### src/rtl/err_irq_pkg.sv
package err_irq_pkg;

    parameter int unsigned ERR_W = 16;
    localparam int unsigned SEL_W = 2;

    typedef enum logic [SEL_W-1:0] {
        SEL_STAT  = 2'd0,
        SEL_STEN  = 2'd1,
        SEL_SIGEN = 2'd2,
        SEL_FORCE = 2'd3
    } sel_e;

    // bit positions of the error sources
    localparam int unsigned B_CMD_TMO   = 0;
    localparam int unsigned B_CMD_CRC   = 1;
    localparam int unsigned B_CMD_END   = 2;
    localparam int unsigned B_CMD_IDX   = 3;
    localparam int unsigned B_DAT_TMO   = 4;
    localparam int unsigned B_DAT_CRC   = 5;
    localparam int unsigned B_DAT_END   = 6;
    localparam int unsigned B_AUTO_STOP = 8;
    localparam int unsigned B_DESC_DMA  = 9;

    typedef logic [ERR_W-1:0] evec_t;

    function automatic evec_t build_live_mask();
        evec_t m;
        m = '0;
        m[B_CMD_TMO]   = 1'b1;
        m[B_CMD_CRC]   = 1'b1;
        m[B_CMD_END]   = 1'b1;
        m[B_CMD_IDX]   = 1'b1;
        m[B_DAT_TMO]   = 1'b1;
        m[B_DAT_CRC]   = 1'b1;
        m[B_DAT_END]   = 1'b1;
        m[B_AUTO_STOP] = 1'b1;
        m[B_DESC_DMA]  = 1'b1;
        return m;
    endfunction

    localparam evec_t LIVE_MASK = build_live_mask();

    typedef struct packed {
        evec_t val;
    } en_state_t;

    typedef struct packed {
        evec_t stat;
    } stat_state_t;

    typedef struct packed {
        logic irq;
    } irq_state_t;

endpackage

### src/rtl/err_irq_wr_dec.sv
module err_irq_wr_dec
    import err_irq_pkg::*;
(
    input  logic             wr_en,
    input  logic [SEL_W-1:0] wr_addr,
    input  evec_t            wr_data,
    output evec_t            force_vec,
    output evec_t            clr_vec,
    output logic             sten_we,
    output logic             sig_we
);
    sel_e sel;

    always_comb begin
        sel       = sel_e'(wr_addr);
        force_vec = '0;
        clr_vec   = '0;
        sten_we   = 1'b0;
        sig_we    = 1'b0;
        if (wr_en) begin
            unique case (sel)
                SEL_STAT:  clr_vec   = wr_data & LIVE_MASK;
                SEL_STEN:  sten_we   = 1'b1;
                SEL_SIGEN: sig_we    = 1'b1;
                SEL_FORCE: force_vec = wr_data & LIVE_MASK;
                default:   ;
            endcase
        end
    end
endmodule

### src/rtl/err_irq_en_reg.sv
module err_irq_en_reg
    import err_irq_pkg::*;
(
    input  logic  clk,
    input  logic  rst_n,
    input  logic  we,
    input  evec_t din,
    output evec_t q
);
    en_state_t st_d, st_q;

    always_comb begin
        st_d = st_q;
        if (we) begin
            st_d.val = din & LIVE_MASK;
        end
    end

    always_ff @(posedge clk) begin
        if (!rst_n) begin
            st_q <= '0;
        end else begin
            st_q <= st_d;
        end
    end

    assign q = st_q.val;
endmodule

### src/rtl/err_irq_status.sv
module err_irq_status
    import err_irq_pkg::*;
(
    input  logic  clk,
    input  logic  rst_n,
    input  evec_t hw_err,
    input  evec_t force_vec,
    input  evec_t clr_vec,
    input  evec_t sten,
    output evec_t stat
);
    stat_state_t st_d, st_q;
    evec_t       set_v;

    // per-bit set request: live bits only, gated by the status enable
    for (genvar g = 0; g < ERR_W; g++) begin : g_bit
        if (LIVE_MASK[g]) begin : g_live
            assign set_v[g] = (hw_err[g] | force_vec[g]) & sten[g];
        end else begin : g_rsvd
            assign set_v[g] = 1'b0;
        end
    end

    always_comb begin
        st_d = st_q;
        // clear first, then set, so a set in the same cycle wins
        st_d.stat = ((st_q.stat & ~clr_vec) | set_v) & LIVE_MASK;
    end

    always_ff @(posedge clk) begin
        if (!rst_n) begin
            st_q <= '0;
        end else begin
            st_q <= st_d;
        end
    end

    assign stat = st_q.stat;
endmodule

### src/rtl/err_irq_out.sv
module err_irq_out
    import err_irq_pkg::*;
(
    input  logic  clk,
    input  logic  rst_n,
    input  evec_t stat,
    input  evec_t sten,
    input  evec_t sig,
    output logic  irq
);
    irq_state_t st_d, st_q;

    always_comb begin
        st_d     = st_q;
        st_d.irq = |(stat & sten & sig);
    end

    always_ff @(posedge clk) begin
        if (!rst_n) begin
            st_q <= '0;
        end else begin
            st_q <= st_d;
        end
    end

    assign irq = st_q.irq;
endmodule

### src/rtl/err_irq_regs.sv
module err_irq_regs
    import err_irq_pkg::*;
(
    input  logic             clk,
    input  logic             rst_n,
    input  logic             wr_en,
    input  logic [SEL_W-1:0] wr_addr,
    input  logic [ERR_W-1:0] wr_data,
    input  logic [SEL_W-1:0] rd_addr,
    output logic [ERR_W-1:0] rd_data,
    input  logic [ERR_W-1:0] hw_err,
    output logic             irq_o
);
    evec_t force_vec, clr_vec;
    logic  sten_we, sig_we;
    evec_t status_q, sten_q, sigen_q;

    err_irq_wr_dec u_dec (
        .wr_en     (wr_en),
        .wr_addr   (wr_addr),
        .wr_data   (wr_data),
        .force_vec (force_vec),
        .clr_vec   (clr_vec),
        .sten_we   (sten_we),
        .sig_we    (sig_we)
    );

    err_irq_en_reg u_sten (
        .clk   (clk),
        .rst_n (rst_n),
        .we    (sten_we),
        .din   (wr_data),
        .q     (sten_q)
    );

    err_irq_en_reg u_sigen (
        .clk   (clk),
        .rst_n (rst_n),
        .we    (sig_we),
        .din   (wr_data),
        .q     (sigen_q)
    );

    err_irq_status u_stat (
        .clk       (clk),
        .rst_n     (rst_n),
        .hw_err    (hw_err),
        .force_vec (force_vec),
        .clr_vec   (clr_vec),
        .sten      (sten_q),
        .stat      (status_q)
    );

    err_irq_out u_out (
        .clk   (clk),
        .rst_n (rst_n),
        .stat  (status_q),
        .sten  (sten_q),
        .sig   (sigen_q),
        .irq   (irq_o)
    );

    always_comb begin
        unique case (sel_e'(rd_addr))
            SEL_STAT:  rd_data = status_q;
            SEL_STEN:  rd_data = sten_q;
            SEL_SIGEN: rd_data = sigen_q;
            default:   rd_data = '0;   // force address holds no state
        endcase
    end
endmodule

### config.mk
export PLATFORM = sky130hd
export DESIGN_NAME = err_irq_regs
export DESIGN_NICKNAME = d
export VERILOG_FILES = /design/src/rtl/err_irq_pkg.sv /design/src/rtl/err_irq_wr_dec.sv /design/src/rtl/err_irq_en_reg.sv /design/src/rtl/err_irq_status.sv /design/src/rtl/err_irq_out.sv /design/src/rtl/err_irq_regs.sv
export SDC_FILE = /design/constraint.sdc
export NUM_CORES = 1
export LEC_CHECK = 0
export ABC_CLOCK_PERIOD_IN_PS = 1450
export BUFFER_PORTS_ARGS = -buffer_cell sky130_fd_sc_hd__buf_4
export CAP_MARGIN = 20
export CORE_MARGIN = 8
export CORE_UTILIZATION = 49
export DETAILED_ROUTE_END_ITERATION = 12
export GPL_TIMING_DRIVEN = 0
export PLACE_DENSITY = 0.82
export SKIP_LAST_GASP = 1
export SLEW_MARGIN = 5
export SYNTH_ARGS = -nofsm -noshare
export SYNTH_HDL_FRONTEND = slang
export SYNTH_SLANG_ARGS = --single-unit
### constraint.sdc
create_clock -name clk -period 1.45 [get_ports clk]
set_input_delay 0.435 -clock clk [delete_from_list [all_inputs] [get_ports clk]]
set_output_delay 0.435 -clock clk [all_outputs]
set_load 0.01 [all_outputs]
==> flow_summary_export.csv, run 1 <==
group,metric,value,unit
yosys,synth_cells,162,
cells_and_area,diodes,0,
yosys,synthTopCellsByArea,"dfxtp_1 37%, mux2i_1 18%, nor2b_1 11%, a41oi_1 5.2%, buf_4 4.9%",
yosys,synth_flop_cell,"dfxtp_1",
placement,portBuffers,32,
yosys,yosysWarningCount,0,
job,cap_violations,0,
yosys,synth_top_area_share,36.8,%
power_and_ir_drop,clockPowerShare,31.8,%
detailed_routing,drtAntennaViolNets,0,
outcome,violations,"negative setup slack",
power_and_ir_drop,switching_share,24.9,%
global_routing,antenna_found_initial,0,
placement,place_hpwl,2820,um
detailed_routing,wl_per_cell,18.6,um
timing,final-hold-violation-count,0,
clock_network,holdBufCountCts,0,
timing,setup_viol,9,
worst_setup_path,end_kind,"primary output",
die,die_h,71.8,um
die,row_count,20,
yosys,synth_edf_count,0,
power_and_ir_drop,seqPwrFrac,49.0,%
clock_network,htree_levels,1,
worst_setup_path,slowest_delay,370,ps
timing,max_freq,656,MHz
timing,setup_slack,-75.3,ps
power_and_ir_drop,p_int,1.25,mW
cells_and_area,area_delta_synth_final,41.2,%
detailed_routing,postRouteWirelength,4660,um
outcome,status,"complete, but fails checks",
worst_setup_path,path_class,"register to primary output",
worst_hold_path,hp-class,"input port to register",
die,chipWidth,71.8,um
die,dieArea,0.00515,mm2
worst_setup_path,critPathLaunchType,"register",
yosys,synth.avg_cell_area,9.41,um2
cells_and_area,nets,258,
worst_setup_path,timing.rr.start,"u_sten.q[0]",
worst_setup_path,endpoint,"rd_data[3]",
power_and_ir_drop,leakagePower,1.01,nW
placement,place_congestion,0.730,
worst_setup_path,required,1020,ps
power_and_ir_drop,p_per_area,774,mW/mm2
detailed_routing,num_vias,1435,
placement,dp.cells,233,
detailed_routing,drc_errors,0,
clock_network,cts_tree,"yes",
detailed_routing,first_pass_iters,4,
yosys,netlist_area,0.00153,mm2
timing,fin_crit_sh,105,%
worst_setup_path,arrival,1090,ps
global_routing,grt_max_degree,17,
clock_network,clkTransAtPathRegs,160,ps
worst_setup_path,cp_slowest_cell,"dfxtp_2",
clock_network,insertion_delay,340,ps
worst_setup_path,r2r_slack,320,ps
global_routing,globalRouteOverflowTotal,0,
cells_and_area,drive_gt1_share,47.2,%
timing,skew,6.08,ps
global_routing,grt_pass1_wl,7210,um
worst_setup_path,r2r_end,"u_out.irq",
clock_network,root_buffer,"clkbuf_4",
worst_setup_path,worst-path-max-fanout,3,
die,boundaryPins,56,
worst_setup_path,path_cells,"mux2i_2 > o21ai_2 > buf_4",
timing,rsz0062_at_grt,"yes",
detailed_routing,via_per_inst,5.72,
global_routing,grt_usage,17.5,%
clock_network,clk_path_buf_depth,2,
worst_setup_path,ff2ff_path_depth,5,
yosys,yosys.area.top_type,"dfxtp_1",
power_and_ir_drop,p_switching,415,uW
clock_network,cts_buffers,3,
yosys,synth-seq-cells,28,
power_and_ir_drop,p_total,1.67,mW
die,coreArea,0.00300,mm2
detailed_routing,dr.first_iter.drc_count,107,
worst_hold_path,hold_depth,3,
power_and_ir_drop,irDropWorstVdd,0.465,mV
timing,fin_hold_ws,367,ps
yosys,synth_cell_types,19,
yosys,synth.yosys.seq_area_share,36.8,%
yosys,async_reset_ff_share,0,%
cells_and_area,stdcell_count,251,
global_routing,first_global_vias,1530,
die,start_util,50.8,%
clock_network,cts_sinks,28,
timing,slew_viol_final,0,
cells_and_area,fillerInstances,215,
yosys,synth_commonest_cells,"28 x dfxtp_1, 28 x nor2b_1, 27 x mux2i_1",
worst_setup_path,critPathLaunch,"u_stat.stat[3]",
power_and_ir_drop,p_comb_share,19.3,%
timing,min_period,1530,ps
sequential cells by signal, indices dropped and copies added (netlist names):
signal,count
u_out.irq,1
u_sigen.q,9
u_stat.stat,9
u_sten.q,9
per-stage QoR:
| stage | TNS [ps] | area, um2 | util (%) | worst slack, ps |
|---|---|---|---|---|
| floorplan | 0 | 1590 | - | 28.4 |
| global placement | -2740 | 1870 | 62.2 | -229 |
| detailed placement | -2930 | 1870 | 62.2 | -252 |
| CTS | -594 | 2090 | 69.5 | -77.9 |
| global route | -951 | 2150 | 71.7 | -114 |
| finish | -593 | 2150 | 71.7 | -75.3 |
critical path: cells and delay by family (launching register included):
kind | cells | cell delay [ps]
buffers and inverters | 1 | 140
muxes | 1 | 170
DFF | 1 | 370
AOI/OAI and AO/OA | 1 | 80
area by class of cell:
type                    count  area [um2]  share of cell area (%)
multi-input cells         123         941                    43.7
clock buffers               3        22.5                    1.05
clock inverters             1        30.0                    1.39
plain buffers              17         141                    6.57
well taps                  33        41.3                    1.92
repair buffers             46         394                    18.3
flip-flops and latches     28         583                    27.1
layout by cell type (no fill, tap or decap), drive strengths merged:
cell and n:
a21boi 9, mux2i 27, bufinv 1, conb 7, nor2b 28, nand3b 2
dfxtp 28, nand2 10, o31a 1, o21ai 9, buf 61, clkbuf 5
nand4 1, nand3 10, nor3b 1, a41oi 9, o21a 9
cells by family (layout without fill, tap and decap cells):
| family | count (synthesis) | count (layout) | synth area share (%) |
|---|---|---|---|
| multiplexers | 27 | 27 | 17.7 |
| AO/OA/AOI/OAI | 37 | 37 | 17.6 |
| flip-flops | 28 | 28 | 36.8 |
| AND/OR/NAND/NOR | 52 | 52 | 19.9 |
| other | 1 | 7 | 0.246 |
| buffers and inverters | 17 | 67 | 7.87 |
power by group through the flow:
stage / Combinational, mW / Sequential, mW / Clock [mW]
6_report: 0.321 / 0.816 / 0.529
5_1_grt: 0.342 / 0.818 / 0.548
4_1_cts: 0.303 / 0.811 / 0.531
3_5_place_dp: 0.262 / 0.828 / 0
3_3_place_gp: 0.255 / 0.826 / 0
2_1_floorplan: 0.154 / 0.823 / 0
what timing repair did:
item                                    4_1_cts  5_1_grt
endpoints found under the setup margin        9        9
setup buffers                                 9        3
pin swaps                                     9        1
resized for setup                            29       12
hold endpoints to repair                      0        0
cloned                                        2        0
metal layers:
layer	track usage, %	share of wire, %	routed length [um]
met1	18.4	37	1730
met2	32.2	52	2410
met3	4.32	8.5	396
met4	7.48	2.6	119
met5	0	0	0
worst min path at each step:
stage,from,endpoint,slack [ps]
after floorplan,u_sigen.q[0],u_sigen.q[0],510
after global placement,u_sigen.q[8],u_sigen.q[8],530
after detailed placement,u_sigen.q[1],u_sigen.q[1],540
after CTS,wr_data[2],u_sigen.q[2],360
after global routing,wr_data[4],u_sten.q[4],380
final,wr_data[4],u_sten.q[4],370
(Power assumes the default switching activity.)
==> inputs of run 2 (changes only) <==
Settings changed: MAX_ROUTING_LAYER set to met4.
==> flow_summary_export.csv, run 2 (synthesis results as in run 1) <==
group,metric,value,unit
detailed_routing,first_pass_iters,4,
timing,min_period,1540,ps
global_routing,grt_max_degree,17,
timing,final-hold-violation-count,0,
die,boundaryPins,56,
clock_network,holdBufCountCts,0,
worst_setup_path,slowest_delay,350,ps
cells_and_area,fin_util,71.5,%
placement,place_congestion,0.739,
worst_setup_path,path_cells,"mux2i_1 > o21ai_2 > buf_4",
outcome,violations,"negative setup slack",
global_routing,grt_usage,18.0,%
job,cap_violations,0,
timing,setup_slack,-87.1,ps
worst_setup_path,path_class,"register to primary output",
clock_network,htree_levels,1,
detailed_routing,drtAntennaViolNets,0,
timing,setup_viol,9,
worst_setup_path,timing.rr.start,"u_sten.q[0]",
timing,rsz0062_at_grt,"yes",
cells_and_area,fillerInstances,219,
detailed_routing,postRouteWirelength,4630,um
power_and_ir_drop,irDropWorstVdd,0.465,mV
clock_network,insertion_delay,340,ps
clock_network,clk_path_buf_depth,2,
global_routing,grt_pass1_wl,7200,um
cells_and_area,layout_commonest_cell,"buf_4",
detailed_routing,dr.first_iter.drc_count,139,
worst_setup_path,cp_slowest_cell,"dfxtp_2",
cells_and_area,area_delta_synth_final,40.8,%
cells_and_area,diodes,0,
global_routing,first_global_vias,1526,
power_and_ir_drop,p_per_area,776,mW/mm2
die,coreArea,0.00300,mm2
timing,slew_viol_final,0,
timing,skew,6.88,ps
clock_network,root_buffer,"clkbuf_4",
power_and_ir_drop,leakagePower,1.01,nW
detailed_routing,drc_errors,0,
placement,place_hpwl,2820,um
global_routing,antenna_found_initial,0,
worst_setup_path,critPathTopFamily,"flip-flops",
timing,fin_hold_ws,370,ps
die,row_count,20,
worst_setup_path,ff2ff_path_depth,5,
worst_setup_path,required,1020,ps
detailed_routing,via_per_inst,5.78,
detailed_routing,num_vias,1450,
cells_and_area,drive_gt1_share,46.3,%
die,start_util,50.8,%
timing,max_freq,651,MHz
worst_setup_path,arrival,1100,ps
die,chipWidth,71.8,um
worst_setup_path,r2r_end,"u_out.irq",
worst_setup_path,critPathLaunchType,"register",
worst_hold_path,hold_depth,3,
cells_and_area,nets,258,
outcome,status,"complete, but fails checks",
worst_setup_path,r2r_slack,320,ps
worst_hold_path,hp-class,"input port to register",
detailed_routing,wl_per_cell,18.5,um
die,dieArea,0.00515,mm2
cells_and_area,layout_common_cells,"52 x buf_4, 27 x nor2b_1, 24 x mux2i_1",
worst_setup_path,worst-path-max-fanout,2,
worst_hold_path,min_from,"wr_data[4]",
worst_setup_path,crit_buf_inv,1,
clock_network,cts_tree,"yes",
worst_setup_path,end_kind,"primary output",
timing,fin_crit_sh,106,%
worst_hold_path,hold_end,"u_sten.q[4]",
die,die_h,71.8,um
global_routing,globalRouteOverflowTotal,0,
clock_network,clkTransAtPathRegs,160,ps
clock_network,cts_sinks,28,
placement,portBuffers,32,
clock_network,cts_buffers,3,
## run 2: cell types whose count changed in the layout (fill, tap and decap cells not counted)
cell and change:
mux2i_1 +1, mux2i_2 -1, nand2_1 +1, nand2_2 -1
## run 2: worst max-delay path by stage
| stage | slack, ps | depth (start not counted) | start | end |
|---|---|---|---|---|
| 2_1_floorplan | 30 | 5 | rd_addr[0] | rd_data[0] |
| 3_3_place_gp | -230 | 6 | rd_addr[1] | rd_data[8] |
| 3_5_place_dp | -250 | 6 | rd_addr[1] | rd_data[8] |
| 4_1_cts | -80 | 3 | u_sten.q[1] | rd_data[1] |
| 5_1_grt | -120 | 3 | u_sten.q[4] | rd_data[4] |
| 6_report | -90 | 3 | u_sten.q[0] | rd_data[0] |
## run 2: layout make-up
| type | instances | area, um2 | share of cell area [%] |
|---|---|---|---|
| multi-input combinational | 123 | 935 | 43.5 |
| sequential | 28 | 583 | 27.2 |
| buffer | 17 | 141 | 6.59 |
| clock buffer | 3 | 22.5 | 1.05 |
| clock inverter | 1 | 30.0 | 1.40 |
| timing repair buffer | 46 | 394 | 18.4 |
| tap | 33 | 41.3 | 1.92 |
## run 2: what timing repair did
item | CTS | global route
pin swaps | 9 | 0
resized for setup | 29 | 10
setup buffers | 9 | 3
gates cloned | 2 | 0
setup endpoints to repair | 9 | 9
## run 2: power by group
part           internal (mW)  switching, mW  total (mW)
Sequential             0.796         0.0197       0.815
Clock                  0.280          0.249       0.529
Combinational          0.175          0.145       0.321
Total                   1.25          0.414        1.67
## run 2: through the flow
stage	instance area [um2]	TNS [ps]	instances	setup WS [ps]	power [mW]
4_1_cts	2090	-594	248	-77.9	1.64
3_5_place_dp	1870	-2930	233	-252	1.09
5_1_grt	2150	-964	251	-119	1.71
2_1_floorplan	1590	0	168	28.4	0.978
6_report	2150	-622	251	-87.1	1.67
3_3_place_gp	1870	-2740	233	-229	1.08
## run 2: worst register-to-register path: cells and delay by family, from the launching register on
family / cells / cell delay [ps]
flops: 1 / 350
compound gates: 1 / 290
buf+inv: 2 / 250
simple gates: 2 / 150
## run 2: metal layers
layer | vias to the layer above | wire, um | global-route usage, %
li1 | 679 | - | -
met1 | 703 | 1830 | 18.8
met2 | 54 | 2420 | 32.1
met3 | 14 | 278 | 3.77
met4 | 0 | 109 | 7.48
met5 | - | 0 | -
==> inputs of run 3 (changes only) <==
Settings changed: SKIP_CTS_REPAIR_TIMING set to 1.
==> flow_summary_export.csv, run 3 (synthesis results as in run 1) <==
group,metric,value,unit
timing,fin_crit_sh,105,%
placement,dp_slack,-252,ps
clock_network,cts_tree,"yes",
power_and_ir_drop,p_switching,406,uW
detailed_routing,drc_errors,0,
detailed_routing,drtAntennaViolNets,0,
timing,final-hold-violation-count,0,
die,chipWidth,71.8,um
timing,setup_viol,9,
job,cap_violations,0,
worst_setup_path,end_kind,"primary output",
global_routing,first_global_vias,1365,
detailed_routing,num_vias,1401,
power_and_ir_drop,seqPwrFrac,49.5,%
placement,portBuffers,32,
worst_hold_path,hp-class,"input port to register",
clock_network,htree_levels,1,
clock_network,insertion_delay,330,ps
clock_network,cts_sinks,28,
die,dieArea,0.00515,mm2
cells_and_area,area_delta_synth_final,37.0,%
outcome,status,"complete, but fails checks",
die,start_util,50.8,%
detailed_routing,dr.first_iter.drc_count,83,
worst_setup_path,critPathLaunchType,"register",
power_and_ir_drop,leakagePower,0.977,nW
power_and_ir_drop,switching_share,24.6,%
power_and_ir_drop,irDropWorstVdd,0.445,mV
power_and_ir_drop,p_int,1.24,mW
timing,slew_viol_final,0,
worst_hold_path,hold_depth,3,
global_routing,grt_max_degree,17,
global_routing,antenna_found_initial,0,
detailed_routing,first_pass_iters,4,
clock_network,clkTransAtPathRegs,160,ps
detailed_routing,via_per_inst,5.65,
timing,min_period,1530,ps
cells_and_area,diodes,0,
worst_setup_path,path_class,"register to primary output",
power_and_ir_drop,clockPowerShare,32.0,%
global_routing,grt_usage,15.8,%
worst_setup_path,ff2ff_path_depth,4,
cells_and_area,drive_gt1_share,41.9,%
clock_network,cts_buffers,3,
timing,rsz0062_at_grt,"yes",
cells_and_area,layout_commonest_cell,"buf_4",
global_routing,globalRouteOverflowTotal,0,
die,row_count,20,
outcome,violations,"negative setup slack",
detailed_routing,postRouteWirelength,4410,um
cells_and_area,fillerInstances,233,
worst_setup_path,worst-path-max-fanout,3,
timing,setup_slack,-78.9,ps
timing,skew,2.20,ps
global_routing,grt_pass1_wl,6370,um
die,coreArea,0.00300,mm2
placement,place_hpwl,2820,um
cells_and_area,layout_common_cells,"50 x buf_4, 27 x nor2b_1, 25 x mux2i_1",
power_and_ir_drop,p_total,1.65,mW
power_and_ir_drop,p_per_area,789,mW/mm2
die,die_h,71.8,um
worst_setup_path,required,1020,ps
timing,max_freq,654,MHz
clock_network,root_buffer,"clkbuf_4",
clock_network,clk_path_buf_depth,2,
power_and_ir_drop,p_comb_share,18.5,%
cells_and_area,nets,255,
placement,place_congestion,0.739,
die,boundaryPins,56,
detailed_routing,wl_per_cell,17.8,um
worst_setup_path,arrival,1090,ps
==> run 3: critical path: stages (launching register included) <==
cell     delay [ps]
dfxtp_2         370
mux2i_1         190
o21ai_2          70
buf_4           140
==> run 3: final cells by class <==
cell class | instances | area, um2 | share of cell area [%]
Clock buffer | 3 | 22.5 | 1.08
Tap cell | 33 | 41.3 | 1.98
Sequential cell | 28 | 577 | 27.6
Buffer | 17 | 141 | 6.77
Clock inverter | 1 | 30.0 | 1.44
Timing Repair Buffer | 43 | 357 | 17.1
Multi-Input combinational cell | 123 | 921 | 44.1
==> run 3: metrics by stage <==
stage                     area [um2]  cells  hold slack, ps  util, %  TNS [ps]
after floorplan                 1590    168             509        -         0
after global placement          1870    233             526     62.2     -2740
after detailed placement        1870    233             538     62.2     -2930
after CTS                       1920    237             362     64.0     -2140
after global routing            2090    248             374     69.6      -932
final                           2090    248             372     69.6      -545
==> run 3: power groups by stage <==
stage | clock network (mW) | logic, mW | registers, mW
3_3_place_gp | 0 | 0.255 | 0.826
5_1_grt | 0.548 | 0.325 | 0.818
6_report | 0.527 | 0.305 | 0.816
3_5_place_dp | 0 | 0.262 | 0.828
2_1_floorplan | 0 | 0.154 | 0.823
4_1_cts | 0.531 | 0.262 | 0.812
==> run 3: path summary, 6_finish.rpt <==
check,to,slack [ps],start
setup / recovery,rd_data[9],-80,u_sten.q[9]
hold / removal,u_sten.q[4],370,wr_data[4]
setup reg to reg,u_out.irq,410,u_stat.stat[4]
hold reg to reg,u_sten.q[6],560,u_sten.q[6]
==> run 3: layer usage <==
metal	track usage, %	wire length [um]	vias up
li1	-	-	672
met1	17.0	1730	668
met2	28.3	2310	53
met3	3.07	315	8
met4	4.99	54	0
met5	-	0	-
